[src/rtl/dbgser_pkg.sv]
package dbgser_pkg;

    localparam int DATA_W  = 16;
    localparam int FRAME_W = DATA_W + 1;
    localparam int CNT_W   = $clog2(FRAME_W + 1);

    typedef struct packed {
        logic              sc;
        logic [DATA_W-1:0] data;
    } frame_t;

    localparam frame_t NOT_READY = '{sc: 1'b1, data: '0};

    // Move the next bit into the flag position for transmission.
    function automatic frame_t shift_out(input frame_t f);
        logic [FRAME_W-1:0] v;
        v = f;
        return frame_t'({v[FRAME_W-2:0], 1'b0});
    endfunction

endpackage

[src/rtl/dbgser_sync.sv]
module dbgser_sync #(
    parameter int WIDTH  = 1,
    parameter int STAGES = 2
) (
    input  logic             clk,
    input  logic             rst,
    input  logic [WIDTH-1:0] d,
    output logic [WIDTH-1:0] q
);
    logic [WIDTH-1:0] stage_q [STAGES];

    always_ff @(posedge clk) begin
        if (rst) stage_q[0] <= '0;
        else     stage_q[0] <= d;
    end

    generate
        for (genvar i = 1; i < STAGES; i++) begin : g_stage
            always_ff @(posedge clk) begin
                if (rst) stage_q[i] <= '0;
                else     stage_q[i] <= stage_q[i-1];
            end
        end
    endgenerate

    assign q = stage_q[STAGES-1];
endmodule

[src/rtl/dbgser_edge.sv]
module dbgser_edge (
    input  logic clk,
    input  logic rst,
    input  logic level,
    output logic rise,
    output logic fall
);
    logic prev_q;

    always_ff @(posedge clk) begin
        if (rst) prev_q <= 1'b0;
        else     prev_q <= level;
    end

    assign rise = level & ~prev_q;
    assign fall = ~level & prev_q;
endmodule

[src/rtl/dbgser_shifter.sv]
module dbgser_shifter
    import dbgser_pkg::*;
(
    input  logic             clk,
    input  logic             rst,
    input  logic             en,
    input  logic             rise,
    input  logic             fall,
    input  logic             din,
    input  logic             rsp_load,
    input  frame_t           rsp_frame,
    output logic             tx_bit,
    output logic             rx_valid,
    output frame_t           rx_frame,
    output logic [CNT_W-1:0] cnt
);
    localparam logic [CNT_W-1:0] LAST = CNT_W'(FRAME_W - 1);
    localparam logic [CNT_W-1:0] DONE = CNT_W'(FRAME_W);

    frame_t             hold_q;
    logic               hold_full_q;
    frame_t             tx_q;
    logic [DATA_W-1:0]  rx_q;
    frame_t             rx_frame_q;
    logic               rx_valid_q;
    logic [CNT_W-1:0]   cnt_q;
    frame_t             pending;
    logic               frame_start;

    assign pending     = hold_full_q ? hold_q : NOT_READY;
    assign frame_start = en && rise && (cnt_q == '0);

    always_ff @(posedge clk) begin
        if (rst) begin
            hold_q      <= '0;
            hold_full_q <= 1'b0;
            tx_q        <= '0;
            rx_q        <= '0;
            rx_frame_q  <= '0;
            rx_valid_q  <= 1'b0;
            cnt_q       <= '0;
        end else begin
            rx_valid_q <= 1'b0;

            if (rsp_load) begin
                hold_q      <= rsp_frame;
                hold_full_q <= 1'b1;
            end else if (frame_start) begin
                hold_full_q <= 1'b0;
            end

            if (!en) begin
                cnt_q <= '0;
                tx_q  <= '0;
                rx_q  <= '0;
            end else if (rise) begin
                rx_q <= {rx_q[DATA_W-2:0], din};
                if (cnt_q == '0) tx_q <= pending;
                if (cnt_q == LAST) begin
                    rx_frame_q <= frame_t'({rx_q, din});
                    rx_valid_q <= 1'b1;
                end
                if (cnt_q != DONE) cnt_q <= cnt_q + 1'b1;
            end else if (fall && cnt_q != '0) begin
                if (cnt_q == DONE) cnt_q <= '0;
                else               tx_q  <= shift_out(tx_q);
            end
        end
    end

    assign tx_bit   = (cnt_q == '0) ? pending.sc : tx_q.sc;
    assign rx_valid = rx_valid_q;
    assign rx_frame = rx_frame_q;
    assign cnt      = cnt_q;
endmodule

[src/rtl/dbgser_port.sv]
module dbgser_port
    import dbgser_pkg::*;
#(
    parameter int SYNC_STAGES = 2
) (
    input  logic              clk,
    input  logic              rst,
    input  logic              dbg_en,
    input  logic              host_clk,
    input  logic              host_din,
    output logic              tx_dout,
    output logic              tx_oe,
    input  logic              rsp_load,
    input  logic              rsp_sc,
    input  logic [DATA_W-1:0] rsp_data,
    output logic              rx_valid,
    output logic              rx_sc,
    output logic [DATA_W-1:0] rx_data
);
    logic [1:0]       pin_sync;
    logic             edge_rise;
    logic             edge_fall;
    logic             tx_bit;
    logic [CNT_W-1:0] bit_cnt;
    frame_t           rsp_frame;
    frame_t           rx_frame;

    // Clock and data share one synchronizer so their delays match.
    dbgser_sync #(.WIDTH(2), .STAGES(SYNC_STAGES)) sync_i (
        .clk (clk),
        .rst (rst),
        .d   ({host_clk, host_din}),
        .q   (pin_sync)
    );

    dbgser_edge edge_i (
        .clk   (clk),
        .rst   (rst),
        .level (pin_sync[1]),
        .rise  (edge_rise),
        .fall  (edge_fall)
    );

    assign rsp_frame = '{sc: rsp_sc, data: rsp_data};

    dbgser_shifter shift_i (
        .clk       (clk),
        .rst       (rst),
        .en        (dbg_en),
        .rise      (edge_rise),
        .fall      (edge_fall),
        .din       (pin_sync[0]),
        .rsp_load  (rsp_load),
        .rsp_frame (rsp_frame),
        .tx_bit    (tx_bit),
        .rx_valid  (rx_valid),
        .rx_frame  (rx_frame),
        .cnt       (bit_cnt)
    );

    assign tx_oe   = dbg_en;
    assign tx_dout = dbg_en & tx_bit;
    assign rx_sc   = rx_frame.sc;
    assign rx_data = rx_frame.data;
endmodule

[config.mk]
export PLATFORM = sky130hd
export DESIGN_NAME = dbgser_port
export DESIGN_NICKNAME = d
export VERILOG_FILES = /design/src/rtl/dbgser_pkg.sv /design/src/rtl/dbgser_sync.sv /design/src/rtl/dbgser_edge.sv /design/src/rtl/dbgser_shifter.sv /design/src/rtl/dbgser_port.sv
export SDC_FILE = /design/constraint.sdc
export NUM_CORES = 1
export LEC_CHECK = 0
export BUFFER_PORTS_ARGS = -buffer_cell sky130_fd_sc_hd__buf_4
export CORE_AREA = 8 8 99 101
export DETAILED_ROUTE_END_ITERATION = 10
export DIE_AREA = 0 0 107 109
export GPL_TIMING_DRIVEN = 0
export PLACE_DENSITY = 0.54
export SLEW_MARGIN = 30
export SYNTH_ARGS = -nofsm -noshare
export SYNTH_HDL_FRONTEND = slang
export SYNTH_SLANG_ARGS = --single-unit
[constraint.sdc]
create_clock -name clk -period 3.6 [get_ports clk]
set_input_delay 0.72 -clock clk [delete_from_list [all_inputs] [get_ports clk]]
set_output_delay 0.72 -clock clk [all_outputs]
set_load 0.005 [all_outputs]
==> metrics.md <==
| Metric | Value |
|---|---|
| Status | complete, no violations |
| PwrDens | 481 nW/µm² |
| CTS tree | built |
| Final min period | 2.84 ns |
| Max Slew Vio Count | 0 |
| Die Ht | 109 µm |
| Count of final hold-check violations | 0 |
| Critical Path, Cell by Cell | nor2b_1, clkbuf_1, clkinv_1, clkbuf_1, ha_1, nor3b_2, nor2_1, a21oi_1, a211oi_1 |
| ANT nets after route | 0 |
| Critical Path RT | 3.80 ns |
| Leak pwr | 1.65 nW |
| Cell at the root of the clock tree | clkbuf_8 |
| Cts bufs inserted | 9 |
| Layout fillers | 809 |
| Drt via density | 4.81 |
| Main area contributors after synthesis | dfxtp_1, mux2i_1, nor2_1 |
| Crit Path Class | reg -> reg |
| Synth-to-Final Area Change | 22.2% |
| Fmax | 353 MHz |
| WL/cell | 13.7 µm |
| Crit Path Max Fanout | 10 |
| Skew final | 0.0102 ns |
| Worst-Margin Slew | 0.732 ns |
| Mapped cell area | 3190 µm² |
| Final setup fails | 0 |
| RSZ-0062 raised after global routing | no |
| VDD IR max | 0.246 mV |
| WHS Endpoint | sync_i.stage_q[1][1] |
| Non-Filler Instances | 504 |
| Initial Util | 38.0% |
| Seq/Total Area, Yosys | 49.6% |
| Number of synthesized register bits | 79 |
| Worst min path class | reg -> reg |
| Cts hold-fix bufs | 0 |
| NumNets Final | 418 |
| Post-synth top area cell | dfxtp_1 |
| CP arrival | 3.04 ns |
| Hold Crit Start | sync_i.stage_q[0][1] |
| Crit start category | flip-flop |
| CTS Sinks | 79 |
| DRC | 0 |
| CTS Buffer Depth | 2 |
| Diode count | 0 |
| Slew HR | 51.2% |
| CP max-delay cell | ha_1 |
| Die area | 11700 µm² |
| Pwr Total | 1.87 mW |
| First-pass GRT wire length | 11900 µm |
| Yosys top cell area share | 49.6% |
| Ports | 43 |
| Share of cells above drive strength 1 | 21.5% |
| Gpl congestion | 0.817 |
| Total GRT Usage | 12.8% |
| Number of global-route vias before repair | 2515 |
| Fin Setup TNS | 0 ns |
| Slowest stage delay, CP | 0.43 ns |
| Worst path most repeated cell | clkbuf_1 |
| Largest net degree at the start of global routing | 15 |
| Port Buffers | 40 |
| Dpl hpwl | 4950 µm |
| DR vias | 2425 |
| Syn Nets | 367 |
| Mapped Cells | 340 |
| Core Region | 8380 µm² |
| Critical Path End Type | flip-flop |
| Library cells used by synthesis | 26 |
| GR Overflow Total | 0 |
| DRT iter0 DRCs | 63 |
| H-tree depth | 3 |
| Reg2reg path depth | 9 |
| RR Endpoint | shift_i.cnt[3] |
| WL final | 6910 µm |
| Die W | 107 µm |
| Hold path cells | 1 |
| Fin crit share | 78.8% |
| Worst skew pair latency | 0.35 ns |
| Dpl cells | 488 |
| Drt first pass iters | 4 |
| Synth warn | 0 |
| Antenna violations before repair | 0 |
| R2r setup slk | 0.76 ns |
| Reg clk slew, reported paths | 0.08 ns |
| FF-to-FF Start | sync_i.stage_q[1][1] |
| Avg Cell Area, Syn | 9.38 µm² |
| Max_cap viols | 0 |
| Row count | 34 |
timing repair:
action,CTS,global route
endpoints found under the setup margin,0,2
buffers inserted,0,0
resized for setup,0,1
sequential cells by signal, summed over array words and instances, names as in the netlist:
name	flops
shift_i.hold_q	17
shift_i.rx_frame	17
shift_i.tx_q	17
shift_i.rx_q	16
shift_i.cnt	5
sync_i.stage_q	4
edge_i.prev_q	1
shift_i.hold_full_q	1
shift_i.rx_valid	1
placed cells by master, fill, tap and decap left out, types with 7 or more instances in the layout:
| master | Yosys | layout |
|---|---|---|
| nor2_1 | 57 | 57 |
| a211oi_2 | 15 | 15 |
| nand2_1 | 35 | 35 |
| mux2i_1 | 38 | 38 |
| and3_1 | 16 | 16 |
| nor2b_1 | 7 | 7 |
| buf_4 | 3 | 43 |
| clkbuf_8 | 0 | 9 |
| a21oi_1 | 39 | 39 |
| clkbuf_1 | 16 | 16 |
| dfxtp_1 | 79 | 79 |
how the worst max path moves through the flow:
stage	endpoint	start	depth (start not counted)	slack (ns)
global placement	shift_i.cnt[3]	sync_i.stage_q[1][1]	9	0.45
finish	shift_i.cnt[3]	sync_i.stage_q[1][1]	9	0.76
global route	shift_i.cnt[3]	sync_i.stage_q[1][1]	9	0.33
CTS	shift_i.cnt[3]	sync_i.stage_q[1][1]	9	0.44
floorplan	shift_i.cnt[3]	sync_i.stage_q[1][1]	9	1.11
detailed placement	shift_i.cnt[3]	sync_i.stage_q[1][1]	9	0.49
per-stage QoR:
| step | utilization [%] | hold slack, ns | setup WS [ns] | cell area (µm²) |
|---|---|---|---|---|
| after floorplan | - | 0.414 | 1.11 | 3190 |
| after CTS | 46.4 | 0.445 | 0.441 | 3890 |
| after detailed placement | 43.2 | 0.426 | 0.488 | 3620 |
| after global placement | 43.2 | 0.415 | 0.446 | 3620 |
| after global routing | 46.5 | 0.467 | 0.334 | 3900 |
| final | 46.5 | 0.441 | 0.764 | 3900 |
layout make-up:
| class | count | area (µm²) | area share (%) |
|---|---|---|---|
| inverters | 4 | 15.0 | 0.385 |
| well taps | 108 | 135 | 3.47 |
| flip-flops and latches | 79 | 1580 | 40.6 |
| clock buffers | 9 | 124 | 3.18 |
| repair buffers | 40 | 300 | 7.71 |
| multi-input cells | 232 | 1470 | 37.8 |
| plain buffers | 25 | 125 | 3.21 |
| clock inverters | 7 | 144 | 3.69 |
cell usage after synthesis, drive strengths merged:
| cell type | n |
|---|---|
| nor4b | 1 |
| nand3 | 4 |
| dfxtp | 79 |
| nor2 | 57 |
| nand2 | 35 |
| clkbuf | 16 |
| nor3b | 4 |
| a21oi | 39 |
| mux2 | 1 |
| inv | 3 |
| clkinv | 1 |
| buf | 9 |
| ha | 4 |
| nor3 | 3 |
| a211oi | 17 |
| nor2b | 7 |
| o21ai | 1 |
| and4bb | 2 |
| o211a | 1 |
| mux2i | 38 |
| and3 | 16 |
| nand2b | 1 |
| or4b | 1 |
power by group:
part / total, mW / switching [mW] / leakage, nW / internal, mW
clock: 0.862 / 0.329 / 0.126 / 0.533
combinational: 0.109 / 0.0625 / 0.883 / 0.0468
sequential: 0.902 / 0.0103 / 0.642 / 0.891
total: 1.87 / 0.402 / 1.65 / 1.47
critical path: cells and delay by family, from the launching register on:
kind | cells | cell delay [ns]
AOI/OAI and AO/OA | 2 | 0.23
adders and majority gates | 1 | 0.43
buffers and inverters | 3 | 0.95
DFF | 1 | 0.39
and+or+nand+nor | 3 | 0.70
layer usage:
layer | vias up | track usage, % | share of wire (%)
li1 | 1261 | - | -
met1 | 1116 | 15.1 | 47
met2 | 41 | 21.4 | 48
met3 | 7 | 4.20 | 4.3
met4 | 0 | 4.42 | 1.0
met5 | - | 0 | 0
kinds of logic after synthesis:
family          after synthesis  share of synthesized area (%)
buf+inv                      29                           4.40
simple gates                131                           19.1
compound gates               58                           13.0
flops                        79                           49.6
fa+ha+maj                     4                           1.57
mux                          39                           12.4
(Power assumes the default switching activity.)
